==> config.mk <==
export PLATFORM = sky130hd
export DESIGN_NAME = rtmidi_extract
export DESIGN_NICKNAME = d
export VERILOG_FILES = /design/src/rtl/rtm_pkg.sv /design/src/rtl/rtm_uart_rx.sv /design/src/rtl/rtm_pad_strip.sv /design/src/rtl/rtm_merge.sv /design/src/rtl/rtmidi_extract.sv
export SDC_FILE = /design/constraint.sdc
export NUM_CORES = 1
export LEC_CHECK = 0
export ABC_CLOCK_PERIOD_IN_PS = 1940
export BUFFER_PORTS_ARGS = -buffer_cell sky130_fd_sc_hd__buf_2
export CORE_UTILIZATION = 35
export DETAILED_ROUTE_END_ITERATION = 8
export HOLD_SLACK_MARGIN = 0.02
export PLACE_DENSITY = 0.5
export SLEW_MARGIN = 20
export SYNTH_ARGS = -nofsm -noshare
export SYNTH_HDL_FRONTEND = slang
export SYNTH_HIERARCHICAL = 1
export SYNTH_SLANG_ARGS = --single-unit
==> constraint.sdc <==
create_clock -name clk -period 1.94 [get_ports clk]
set_clock_uncertainty 0.15 [all_clocks]
set_input_delay 0.388 -clock clk [delete_from_list [all_inputs] [get_ports clk]]
set_output_delay 0.388 -clock clk [all_outputs]
set_load 0.05 [all_outputs]
==> src/rtl/rtm_pkg.sv <==
package rtm_pkg;
  localparam int OVS = 16;
  localparam int BYTE_W = 8;
  typedef enum logic [1:0] {RX_IDLE, RX_START, RX_DATA, RX_STOP} rx_state_t;
endpackage

==> src/rtl/rtm_uart_rx.sv <==
module rtm_uart_rx import rtm_pkg::*; #(
  parameter int OVS_DIV = 500
) (
  input  logic              clk,
  input  logic              rst,
  input  logic              rx,
  output logic              byte_v,
  output logic [BYTE_W-1:0] byte_o
);
  localparam int DW = $clog2(OVS_DIV + 1);
  localparam int TW = $clog2(OVS);
  localparam int BW = $clog2(BYTE_W);

  logic          rx_s1, rx_s2;
  logic [DW-1:0] div_cnt;
  logic          tick;
  rx_state_t     st;
  logic [TW-1:0] tcnt;
  logic [BW-1:0] bcnt;
  logic [BYTE_W-1:0] shreg;

  assign tick = (div_cnt == DW'(OVS_DIV - 1));

  always_ff @(posedge clk) begin
    if (rst) begin
      rx_s1 <= 1'b1;
      rx_s2 <= 1'b1;
      div_cnt <= '0;
    end else begin
      rx_s1 <= rx;
      rx_s2 <= rx_s1;
      div_cnt <= tick ? '0 : div_cnt + 1'b1;
    end
  end

  always_ff @(posedge clk) begin
    if (rst) begin
      st <= RX_IDLE;
      tcnt <= '0;
      bcnt <= '0;
      shreg <= '0;
      byte_v <= 1'b0;
      byte_o <= '0;
    end else begin
      byte_v <= 1'b0;
      if (tick) begin
        case (st)
          RX_IDLE: begin
            if (!rx_s2) begin
              st <= RX_START;
              tcnt <= '0;
            end
          end
          RX_START: begin
            if (tcnt == TW'(OVS/2 - 1)) begin
              tcnt <= '0;
              bcnt <= '0;
              st <= rx_s2 ? RX_IDLE : RX_DATA;
            end else begin
              tcnt <= tcnt + 1'b1;
            end
          end
          RX_DATA: begin
            if (tcnt == TW'(OVS - 1)) begin
              tcnt <= '0;
              shreg <= {rx_s2, shreg[BYTE_W-1:1]};
              if (bcnt == BW'(BYTE_W - 1)) st <= RX_STOP;
              else bcnt <= bcnt + 1'b1;
            end else begin
              tcnt <= tcnt + 1'b1;
            end
          end
          default: begin
            if (tcnt == TW'(OVS - 1)) begin
              tcnt <= '0;
              st <= RX_IDLE;
              if (rx_s2) begin
                byte_v <= 1'b1;
                byte_o <= shreg;
              end
            end else begin
              tcnt <= tcnt + 1'b1;
            end
          end
        endcase
      end
    end
  end
endmodule

==> src/rtl/rtm_pad_strip.sv <==
module rtm_pad_strip import rtm_pkg::*; (
  input  logic              clk,
  input  logic              rst,
  input  logic              en,
  input  logic              pad_first,
  input  logic              dp_valid,
  input  logic [BYTE_W-1:0] dp_byte,
  output logic              pl_valid,
  output logic [BYTE_W-1:0] pl_byte,
  output logic              err
);
  logic phase;
  logic slot_is_pad;

  assign slot_is_pad = phase ^ pad_first;

  always_ff @(posedge clk) begin
    if (rst) begin
      phase <= 1'b0;
      pl_valid <= 1'b0;
      pl_byte <= '0;
      err <= 1'b0;
    end else begin
      pl_valid <= 1'b0;
      if (!en) begin
        phase <= 1'b0;
      end else if (dp_valid) begin
        if (!slot_is_pad) begin
          pl_valid <= 1'b1;
          pl_byte <= dp_byte;
          phase <= ~phase;
        end else if (dp_byte == '0) begin
          phase <= ~phase;
        end else begin
          pl_valid <= 1'b1;
          pl_byte <= dp_byte;
          err <= 1'b1;
        end
      end
    end
  end
endmodule

==> src/rtl/rtm_merge.sv <==
module rtm_merge import rtm_pkg::*; (
  input  logic              clk,
  input  logic              rst,
  input  logic              u_v,
  input  logic [BYTE_W-1:0] u_b,
  input  logic              d_v,
  input  logic [BYTE_W-1:0] d_b,
  output logic              out_valid,
  output logic [BYTE_W-1:0] out_byte,
  output logic              buf_full
);
  logic [BYTE_W-1:0] buf_b;

  always_ff @(posedge clk) begin
    if (rst) begin
      out_valid <= 1'b0;
      out_byte <= '0;
      buf_full <= 1'b0;
      buf_b <= '0;
    end else begin
      out_valid <= u_v | buf_full | d_v;
      if (u_v) begin
        out_byte <= u_b;
        if (d_v) begin
          buf_full <= 1'b1;
          buf_b <= d_b;
        end
      end else if (buf_full) begin
        out_byte <= buf_b;
        buf_full <= d_v;
        if (d_v) buf_b <= d_b;
      end else if (d_v) begin
        out_byte <= d_b;
      end
    end
  end
endmodule

==> src/rtl/rtmidi_extract.sv <==
module rtmidi_extract import rtm_pkg::*; #(
  parameter int OVS_DIV = 500
) (
  input  logic       clk,
  input  logic       rst,
  input  logic       uart_rx,
  input  logic       dp_valid,
  input  logic [7:0] dp_byte,
  input  logic       mode_both,
  input  logic       pad_first,
  output logic       out_valid,
  output logic [7:0] out_byte,
  output logic       pad_err
);
  logic              u_v, d_v, buf_full;
  logic [BYTE_W-1:0] u_b, d_b;

  rtm_uart_rx #(.OVS_DIV(OVS_DIV)) u_rx (
    .clk(clk), .rst(rst), .rx(uart_rx), .byte_v(u_v), .byte_o(u_b)
  );

  rtm_pad_strip u_strip (
    .clk(clk), .rst(rst), .en(mode_both), .pad_first(pad_first),
    .dp_valid(dp_valid), .dp_byte(dp_byte),
    .pl_valid(d_v), .pl_byte(d_b), .err(pad_err)
  );

  rtm_merge u_mrg (
    .clk(clk), .rst(rst), .u_v(u_v), .u_b(u_b), .d_v(d_v), .d_b(d_b),
    .out_valid(out_valid), .out_byte(out_byte), .buf_full(buf_full)
  );
endmodule

# --- Word-level counts from Yosys, hierarchy flattened ---
# Index checks and enable logic that the tools add are counted.
word_totals:
  reg_bits: 66
  latchBits: 0
  ram_bits: 0
  rom_bits: 0
  output_inout_bits: 10
  wordCells: 94
  n_memories: 0
classes:
  add_sub_neg: 3
  n_mul: 0
  n_div: 0
  order_cmp: 0
  eq_ne: 14
  shifts: 0
  n_mux: 31
  bitwise: 10
  reduce_logical: 19
ops:
  columns: ["operator", "count"]
  rows:
  - ["8-bit two-way mux", 8]
  - ["2-bit two-way mux", 6]
  - ["4-bit two-way mux", 3]
  - ["9-bit by 1-bit adder with 9-bit output (second input constant)", 1]
  - ["9-bit equality test (second input constant)", 1]
  - ["3-bit two-way mux", 3]
  - ["8-bit logical NOT", 1]
  - ["1-bit two-way mux", 8]
  - ["2-bit by 1-bit != test with 1-bit output (second input constant)", 4]
  - ["2-bit != test (second input constant)", 4]
  - ["4-bit case mux with 2 select lines", 1]
  - ["4-bit AND reduction", 2]
  - ["1-bit NOT", 7]
  - ["2-bit case mux with 3 select lines", 1]
  - ["3-bit case mux with 2 select lines", 1]
  - ["3-bit AND reduction", 2]
  - ["6-bit AND reduction", 1]
  - ["3-bit nonzero test", 2]
  - ["3-bit OR reduction", 2]
  - ["6-bit OR reduction", 1]
  - ["5-bit AND reduction", 1]
  - ["4-bit by 1-bit adder with 4-bit output (second input constant)", 1]
  - ["4-bit by 3-bit equality test with 1-bit output (second input constant)", 1]
  - ["4-bit equality test (second input constant)", 1]
  - ["10 further kinds", 14]

# --- Logic depth before layout (Yosys ltp) ---
# Gate-level depths: netlist (run 1).
logic_depth:
  ltp_word: 4
  depth_mapped: 7
  depth_no_buf: 5

# --- Cells and area by module ---
# Netlist (run 1), hierarchy kept.
modules_own_cells:
  columns: ["module", "instances", "cells_each", "area_per_inst_um2", "seq_area_each_um2"]
  rows:
  - ["rtm_uart_rx", 1, 169, 1589.0, 740.7]
  - ["rtm_merge", 1, 78, 840.8, 360.3]
  - ["rtm_pad_strip", 1, 52, 523.0, 220.2]

# --- Worst setup path after synthesis (run 1) ---
# No wires, ideal clock.
synth_path:
  path_type: "register to register"
  from: "register u_rx.div_cnt[0]"
  to: "register u_rx.tcnt[3]"
  setup_time_ns: 0.074
  t_arrival_ns: 1.886
  required_time_ns: 1.716
  path_slack_ns: -0.170
  path_stages_with_launch: 8
  path_buffers: 2
  synth_period_minus_slack_ns: 2.110
  cell_sequence: "dfxtp_1 -> ha_1 -> nand4bb_1 -> buf_2 -> or3_1 -> buf_2 -> or4_1 -> a31oi_1"
synth_between:
  elab_chain_len: 2
synth_lines:
  columns: ["item", "line_no", "source"]
  rows:
  - ["from (decl)", "rtm_uart_rx.sv:15", "logic [DW-1:0] div_cnt;"]
  - ["from (signal assigned)", "rtm_uart_rx.sv:32", "div_cnt <= tick ? '0 : div_cnt + 1'b1;"]
  - ["9-bit equality test", "rtm_uart_rx.sv:22", "assign tick = (div_cnt == DW'(OVS_DIV - 1));"]
  - ["2-bit AND reduction (no line)", null, null]
  - ["to (signal assigned)", "rtm_uart_rx.sv:60", "tcnt <= tcnt + 1'b1;"]
  - ["to (signal assigned)", "rtm_uart_rx.sv:70", "tcnt <= tcnt + 1'b1;"]
  - ["to (signal assigned)", "rtm_uart_rx.sv:82", "tcnt <= tcnt + 1'b1;"]
  - ["to (decl)", "rtm_uart_rx.sv:18", "logic [TW-1:0] tcnt;"]
# Every way passes these cells.
# A chain may end at the register's enable or synchronous reset.

# --- Worst setup path after layout (run 1) ---
layout_path:
  from: "register u_rx.div_cnt[0]"
  to: "register u_rx.st[1]"
layout_between:
  elab_chain_len: 2
layout_lines:
  columns: ["item", "line_no", "source"]
  rows:
  - ["9-bit equality test", "rtm_uart_rx.sv:22", null]
  - ["6-bit AND reduction (no line)", null, null]
  - ["to (signal assigned)", "rtm_uart_rx.sv:58", "st <= rx_s2 ? RX_IDLE : RX_DATA;"]
  - ["to (decl)", "rtm_uart_rx.sv:17", "rx_state_t st;"]
# Every way passes these cells.

==> flow_summary.ini, run 1 <==
[synth]
ys_async_sr_fraction = 0
synth_top_area_share = 0.447
yosys-top-cells-count = dfxtp_1 (66), nor2_1 (31), mux2i_1 (28)
syn_area_per_cell_um2 = 9.88
yosysWarnings = 6
synth_edf_count = 0
synth.most_common_cell = dfxtp_1
synth.distinct_cells = 51
synth_area_leaders = dfxtp_1 (45%), mux2i_1 (9.5%), nor2_1 (3.9%)
synth_area_leader_cell = dfxtp_1
synth_area_um2 = 2950
ys_seq_area_frac = 0.447
synth_fp_nets = 317
synth_cells = 299
synth_seq_cells = 66
ys.flop_type = dfxtp_1

[grt]
grt_usage = 0.153
globalRouteOverflowTotal = 0
antenna_found_initial = 0
grt_pass1_wl_um = 10500
grt_pass1_vias = 2247
grt_max_degree = 22

[place]
dpl-instance-area_um2 = 3270
dp.cells = 428
portBuffers = 23
gp_congestion = 0.742
pre_cts_ws_ps = 12.5
hpwl_um = 4120

[outcome]
status = finished clean

[pwr]
vdd_ir_drop_max_uv = 413
powerDensity_nw_per_um2 = 794
leakagePower_nw = 1.38
total_power_mw = 2.78

[setup_path]
start_kind = register
critPathArrivalTime_ps = 1960
path_class = register to register
end_kind = register
ff2ff_setup_slack_ps = 100
r2r_cells = 5
r2r-end = u_rx/st[1]
r2r_start = u_rx/div_cnt[0]
cp_max_fo = 7
required_ps = 2060

[final_layout]
finalNonFillerCells = 444
seqCellArea_um2 = 1320
multi_input_area_um2 = 1560
diodes = 0
fin_area_um2 = 3510
drive_gt1_frac = 0.233
nFillCells = 820
nets = 352
syn_to_final_growth_pct = 18.7

[drt]
wl_um = 5850
drc = 0
avgViaCountPerCell = 5.14
drtIter0Drc = 75
num_vias = 2284
wl_per_cell_um = 13.2
drt_pass1_iterations = 4
drtAntennaViolNets = 0

[die]
rows = 33
pin_count = 24
initial_utilization = 0.361
die-area_um2 = 8810
core_area_um2 = 8180
dieWidth_um = 93.9
die_h_um = 93.9

[timing]
finalWorstSetupSlack_ps = 95.2
slew_viol_final = 0
rsz0062_at_grt = false
maxSlewHeadroom = 0.443
tightest_slew_ps = 834
fin_crit_ps = 1840
fmax_ghz = 0.542
hold_violations = 0
finalSetupTns_ps = 0
setup_violations = 0
fin_crit_sh = 0.951

[worst_hold_path]
hold_end = u_rx/rx_s1
hold_path.class = input pin to register
holdPathStages = 2
holdCritStartpoint = uart_rx

[clock_network]
cts_tree = built
h-tree-depth = 3
postCtsSetupRepairBufs = 0
clock_latency_ps = 340
path_clk_slew_ps = 70
cts_resized = 0
numCtsBuffers = 9
clk_path_buf_depth = 2
cts.sinks = 66
ctsRootBufferMaster = clkbuf_8
cts_hold_buf = 0

[flow_run]
cap_violations = 0
-- layer usage --
| metal | routed length (um) | global-route usage | up-vias |
|---|---|---|---|
| li1 | - | - | 1163 |
| met1 | 2840 | 0.187 | 1083 |
| met5 | 0 | 0 | - |
| met4 | 63 | 0.0513 | 0 |
| met2 | 2740 | 0.247 | 32 |
| met3 | 198 | 0.0550 | 6 |
-- power breakdown --
group	switching [mW]	internal, mW	total [mW]
Combinational	0.0791	0.0591	0.138
Sequential	0.0177	1.38	1.39
Clock	0.532	0.720	1.25
Total	0.629	2.15	2.78
-- how the worst max path moves through the flow --
| stage | from | endpoint | slack (ps) |
|---|---|---|---|
| 3_5_place_dp | u_rx/div_cnt[0] | u_rx/st[1] | 10 |
| 2_1_floorplan | u_rx/div_cnt[1] | u_rx/st[1] | -50 |
| 6_report | u_rx/div_cnt[0] | u_rx/st[1] | 100 |
| 3_3_place_gp | u_rx/div_cnt[1] | u_rx/st[1] | 50 |
| 4_1_cts | u_rx/div_cnt[0] | u_rx/st[1] | 8 |
| 5_1_grt | u_rx/tcnt[0] | u_rx/bcnt[0] | 10 |
-- state kept, by name, indices dropped and copies added, names as in the netlist, 2 cells and up --
register / count
u_rx/bcnt: 3
u_rx/tcnt: 4
u_rx/st: 2
u_rx/div_cnt: 9
u_mrg/buf_b: 8
u_rx/shreg: 8
u_rx/byte_o: 8
u_strip/pl_byte: 8
u_mrg/out_byte: 8
-- cell families after synthesis --
logic type	count (synthesis)	share of synthesized area
AO/OA/AOI/OAI	51	0.133
XOR/XNOR	7	0.0208
adder cells (fa/ha/maj)	4	0.0169
buffers and inverters	21	0.0377
flip-flops	66	0.447
multiplexers	28	0.0949
AND/OR/NAND/NOR	122	0.250
-- area by class of cell --
class,instances,area share
sequential,66,0.378
timing repair buffer,40,0.0728
tap,105,0.0375
inverter,5,0.00535
clock buffer,9,0.0353
clock inverter,7,0.0268
multi-input combinational,212,0.445
-- cells in the final DEF (no fill, tap or decap), types with 3 or more instances in the layout --
cell type	instances
dfxtp_1	64
nor2_1	31
mux2i_1	28
buf_2	23
buf_4	16
nand2_1	15
nand2b_1	15
nor2b_1	11
clkbuf_8	9
a21oi_1	9
nor3_1	9
a211o_1	8
a32o_1	8
nand3b_1	7
o21ai_1	5
xnor2_1	5
inv_1	5
nor4_1	5
nor3b_1	4
a31o_2	4
o2bb2ai_1	4
nand3_1	3
or4_4	3
ha_1	3
-- through the flow --
stage	hold WS (ps)	utilization
final	76.5	0.429
after global routing	56.1	0.429
after CTS	59.2	0.426
after detailed placement	246	0.400
after global placement	243	0.400
after floorplan	239	-
-- critical path, cell delays in order (launching register included) --
cell,delay [ps]
dfxtp_2,360
ha_4,140
nand4bb_1,120
or3_4,430
or4_4,490
o22ai_2,90
Power figures use the tool's default switching activity.
==> inputs of run 2 (changes only) <==
ABC_CLOCK_PERIOD_IN_PS = 1500   (was 1940)
clock period = 1.5 ns   (was 1.94 ns; I/O delays follow)
==> run 2 against run 1 <==
The run now ends with negative setup slack left. Flip-flop and latch count did not move. Critical path depth increased by 1. Clock power grew 32%. First-iteration DRC count unchanged. Global-route usage rose by 0.71 points. Largest cell class unchanged. Highest routed layer unchanged.
==> flow_summary.ini, run 2 (same netlist as run 1, synthesis figures left out) <==
[grt]
grt_max_degree = 34
grt_pass1_wl_um = 11000
grt_usage = 0.160
globalRouteOverflowTotal = 0
grt_pass1_vias = 2497
antenna_found_initial = 0

[setup_path]
start_kind = register
path_class = register to register
end_kind = register
required_ps = 1630
cp_max_fo = 4
critPathArrivalTime_ps = 1980

[die]
rows = 33
core_area_um2 = 8180
initial_utilization = 0.361
pin_count = 24
die_h_um = 93.9
die-area_um2 = 8810
dieWidth_um = 93.9

[drt]
num_vias = 2455
drt_pass1_iterations = 4
wl_um = 6450
wl_per_cell_um = 13.0
drc = 0
drtAntennaViolNets = 0
avgViaCountPerCell = 4.94
drtIter0Drc = 75

[final_layout]
largest_register = u_rx/div_cnt
mostFrequentLayoutCells = buf_4 (60), dfxtp_1 (58), nor2_1 (30), mux2i_1 (26), buf_2 (23)
fin_area_um2 = 4070
drive_gt1_frac = 0.378
syn_to_final_growth_pct = 37.8
diodes = 0
layout_commonest_cell = buf_4
largest_reg_flops = 9
nets = 405

[place]
hpwl_um = 4520
pre_cts_ws_ps = -368
portBuffers = 23
dpl-instance-area_um2 = 3680
gp_congestion = 0.804

[flow_run]
cap_violations = 0

[outcome]
status = finished, violations left
violations = negative setup slack

[timing]
finalWorstSetupSlack_ps = -355
slew_viol_final = 0
setup_violations = 30
fmax_ghz = 0.539
hold_violations = 0
holdWs_ps = 39.6
maxSlewHeadroom = 0.720
fin_crit_sh = 1.24
rsz0062_at_grt = true
tightest_slew_ps = 416
fin_crit_ps = 1860

[worst_hold_path]
hold_path.class = input pin to register

[clock_network]
clk_path_buf_depth = 2
clock_latency_ps = 340
ctsRootBufferMaster = clkbuf_8
cts_tree = built
path_clk_slew_ps = 70
numCtsBuffers = 9
h-tree-depth = 3
cts.sinks = 66

[pwr]
powerDensity_nw_per_um2 = 904
leakagePower_nw = 1.71
vdd_ir_drop_max_uv = 522
[run 2: changes by cell type in the layout (fill, tap and decap cells not counted), moves of 2 or more]
cell     change
mux2i_2      +2
nor4_1       -2
dfxtp_1      -6
dfxtp_2      +6
buf_12       +4
buf_4       +44
nor3_4       +2
buf_6        +4
mux2i_1      -2
[run 2: area by class of cell]
cell class                 count  area (um2)
fill                         769        4110
multi-input combinational    212        1650
sequential                    66        1330
timing repair buffer          93         721
clock buffer                  11         141
tap                          105         131
clock inverter                 5        77.6
inverter                       5        18.8
[run 2: worst max-delay path, cell delays in order, from the launching register on]
cell       delay, ps
dfxtp_2          350
ha_4             130
nand4bb_1        120
or3_4            400
buf_4            150
or3_4            360
a21oi_2          110
[run 2: final timing paths]
kind                                       from       endpoint  slack (ps)  cells past startpoint
worst max register to register  u_rx/div_cnt[1]   u_rx/tcnt[0]        -360                      6
worst max-delay path            u_rx/div_cnt[1]   u_rx/tcnt[0]        -360                      6
worst min-delay path                  mode_both  u_strip/phase          40                      3
worst min register to register       u_rx/rx_s1     u_rx/rx_s2         260                      1
[run 2: routing by layer]
layer	global-route usage	part of all wire	vias up
li1	-	-	1264
met1	0.185	0.46	1153
met2	0.274	0.49	27
met3	0.0477	0.031	11
met4	0.0615	0.016	0
met5	0	0	-
[run 2: through the flow]
step           utilization  cells  total power [mW]  TNS [ps]
2_1_floorplan            -    299              1.95     -6270
3_3_place_gp         0.450    473              2.06     -6570
3_5_place_dp         0.450    473              2.07     -7590
4_1_cts              0.482    491              3.74     -6430
5_1_grt              0.498    497              3.83     -8570
6_report             0.498    497              3.68     -5900
[run 2: where the power goes]
group / switching, mW / internal (mW)
logic: 0.115 / 0.114
registers: 0.0208 / 1.78
clock network: 0.672 / 0.976
total: 0.808 / 2.87
[run 2: repair_timing]
item	in CTS	in global routing
pin swaps	2	7
hold buffers	1	0
setup endpoints to repair	31	32
setup buffers	1	5
endpoints found under the hold margin	1	0
gates cloned	0	1
gates resized for setup	5	23
==> inputs of run 3 (changes only) <==
CTS_BUF_LIST = sky130_fd_sc_hd__clkbuf_4   (was not set)
RECOVER_POWER = 100   (was not set)
==> run 3 against run 2 <==
The run still ends with negative setup slack left. Global-route usage grew 0.39 points. Worst setup slack lost 34 ps. Total power shrank 8.6%. Die area is the same. First-iteration DRC count shrank 2.7%. Worst hold slack gained 13 ps. Combinational power grew 4%. Sequential power is essentially flat. Cell count shrank 0.20%. Maximum frequency shrank 1.8%. Critical endpoint is now u_rx/st[1].
==> flow_summary.ini, run 3 (same netlist as run 1, synthesis figures left out) <==
[drt]
wl_um = 6650
drtAntennaViolNets = 0
wl_per_cell_um = 13.4
drtIter0Drc = 73
avgViaCountPerCell = 4.99
drc = 0
drt_pass1_iterations = 4
num_vias = 2477

[clock_network]
clock_latency_ps = 400
clk_path_buf_depth = 2
cts.sinks = 66
numCtsBuffers = 9
h-tree-depth = 3
cts_tree = built
ctsRootBufferMaster = clkbuf_4
path_clk_slew_ps = 120

[final_layout]
largest_reg_flops = 9
largest_register = u_rx/div_cnt
finalNonFillerCells = 496
drive_gt1_frac = 0.402
nets = 404
fin_util = 0.503
mostFrequentLayoutCells = buf_4 (63), dfxtp_1 (58), nor2_1 (30), mux2i_1 (25)
diodes = 0
layout_commonest_cell = buf_4
syn_to_final_growth_pct = 39.2
fin_area_um2 = 4110

[die]
initial_utilization = 0.361
die-area_um2 = 8810
core_area_um2 = 8180
pin_count = 24
dieWidth_um = 93.9
rows = 33
die_h_um = 93.9

[setup_path]
critPathArrivalTime_ps = 2070
path_cells = ha_4, nand4bb_1, or3_4, or4_1, o22ai_1
end_kind = register
cp_max_fo = 5
required_ps = 1680
critical_path.slowest_cell = or4_1
slowest_delay_ps = 470
r2r_start = u_rx/div_cnt[1]
path_class = register to register
start_kind = register
cp-startpoint = u_rx/div_cnt[1]

[timing]
fin_crit_ps = 1890
holdWs_ps = 52.9
setup_violations = 34
slew_viol_final = 0
hold_violations = 0
fmax_ghz = 0.529
tightest_slew_ps = 416
rsz0062_at_grt = true
fin_crit_sh = 1.26
maxSlewHeadroom = 0.720
finalWorstSetupSlack_ps = -390

[place]
gp_congestion = 0.804
dpl-instance-area_um2 = 3680
pre_cts_ws_ps = -368
portBuffers = 23
dp.cells = 473
hpwl_um = 4520

[outcome]
status = finished, violations left
violations = negative setup slack

[grt]
grt_usage = 0.164
grt_pass1_wl_um = 11300
globalRouteOverflowTotal = 0
grt_pass1_vias = 2557
antenna_found_initial = 0
grt_max_degree = 34

[pwr]
vdd_ir_drop_max_uv = 479
leakagePower_nw = 1.69
powerDensity_nw_per_um2 = 817

[worst_hold_path]
hold_path.class = input pin to register
holdCritStartpoint = dp_valid

[flow_run]
cap_violations = 0
==> run 3: worst paths after layout <==
kind         cells after the start  slack, ps            end
max                              5       -390     u_rx/st[1]
min                              3         50  u_strip/phase
max reg2reg                      5       -390     u_rx/st[1]
min reg2reg                      1        280     u_rx/rx_s2
==> run 3: what timing repair did <==
action                                  in CTS  in global routing
cloned                                       1                  0
endpoints found under the setup margin      36                 42
buffers inserted                             3                  3
hold endpoints to repair                     2                  0
pin swaps                                    3                  6
hold buffers                                 2                  0
resized for setup                           18                 42
==> run 3: critical path, delay by kind of cell (launching register included) <==
family / cells / cell delay, ps
AOI/OAI and AO/OA: 1 / 110
adders and majority gates: 1 / 130
DFF: 1 / 370
and+or+nand+nor: 3 / 1060
==> run 3: power by group <==
group / internal, mW / leakage [nW] / total [mW] / switching [mW]
sequential: 1.78 / 0.538 / 1.80 / 0.0213
combinational: 0.121 / 1.06 / 0.239 / 0.119
clock: 0.684 / 0.0838 / 1.32 / 0.636
total: 2.58 / 1.69 / 3.36 / 0.776
==> run 3: layout make-up <==
| type | count | area, um2 |
|---|---|---|
| multi-input cells | 212 | 1720 |
| flip-flops and latches | 66 | 1330 |
| clock buffers | 10 | 75.1 |
| clock inverters | 6 | 81.3 |
| repair buffers | 92 | 752 |
| inverters | 5 | 18.8 |
| well taps | 105 | 131 |
| fillers | 793 | 4060 |
==> run 3: routing by layer <==
metal	GRT usage	up-vias	wire, um
met1	0.188	1171	3040
met5	0	-	0
li1	-	1259	-
met4	0.0526	0	74
met2	0.283	39	3310
met3	0.0566	8	224
==> run 3: stage by stage <==
step           TNS, ps  power, mW
3_5_place_dp     -7590       2.07
5_1_grt          -9090       3.53
3_3_place_gp     -6570       2.06
4_1_cts          -6200       3.42
6_report         -7190       3.36
2_1_floorplan    -6270       1.95
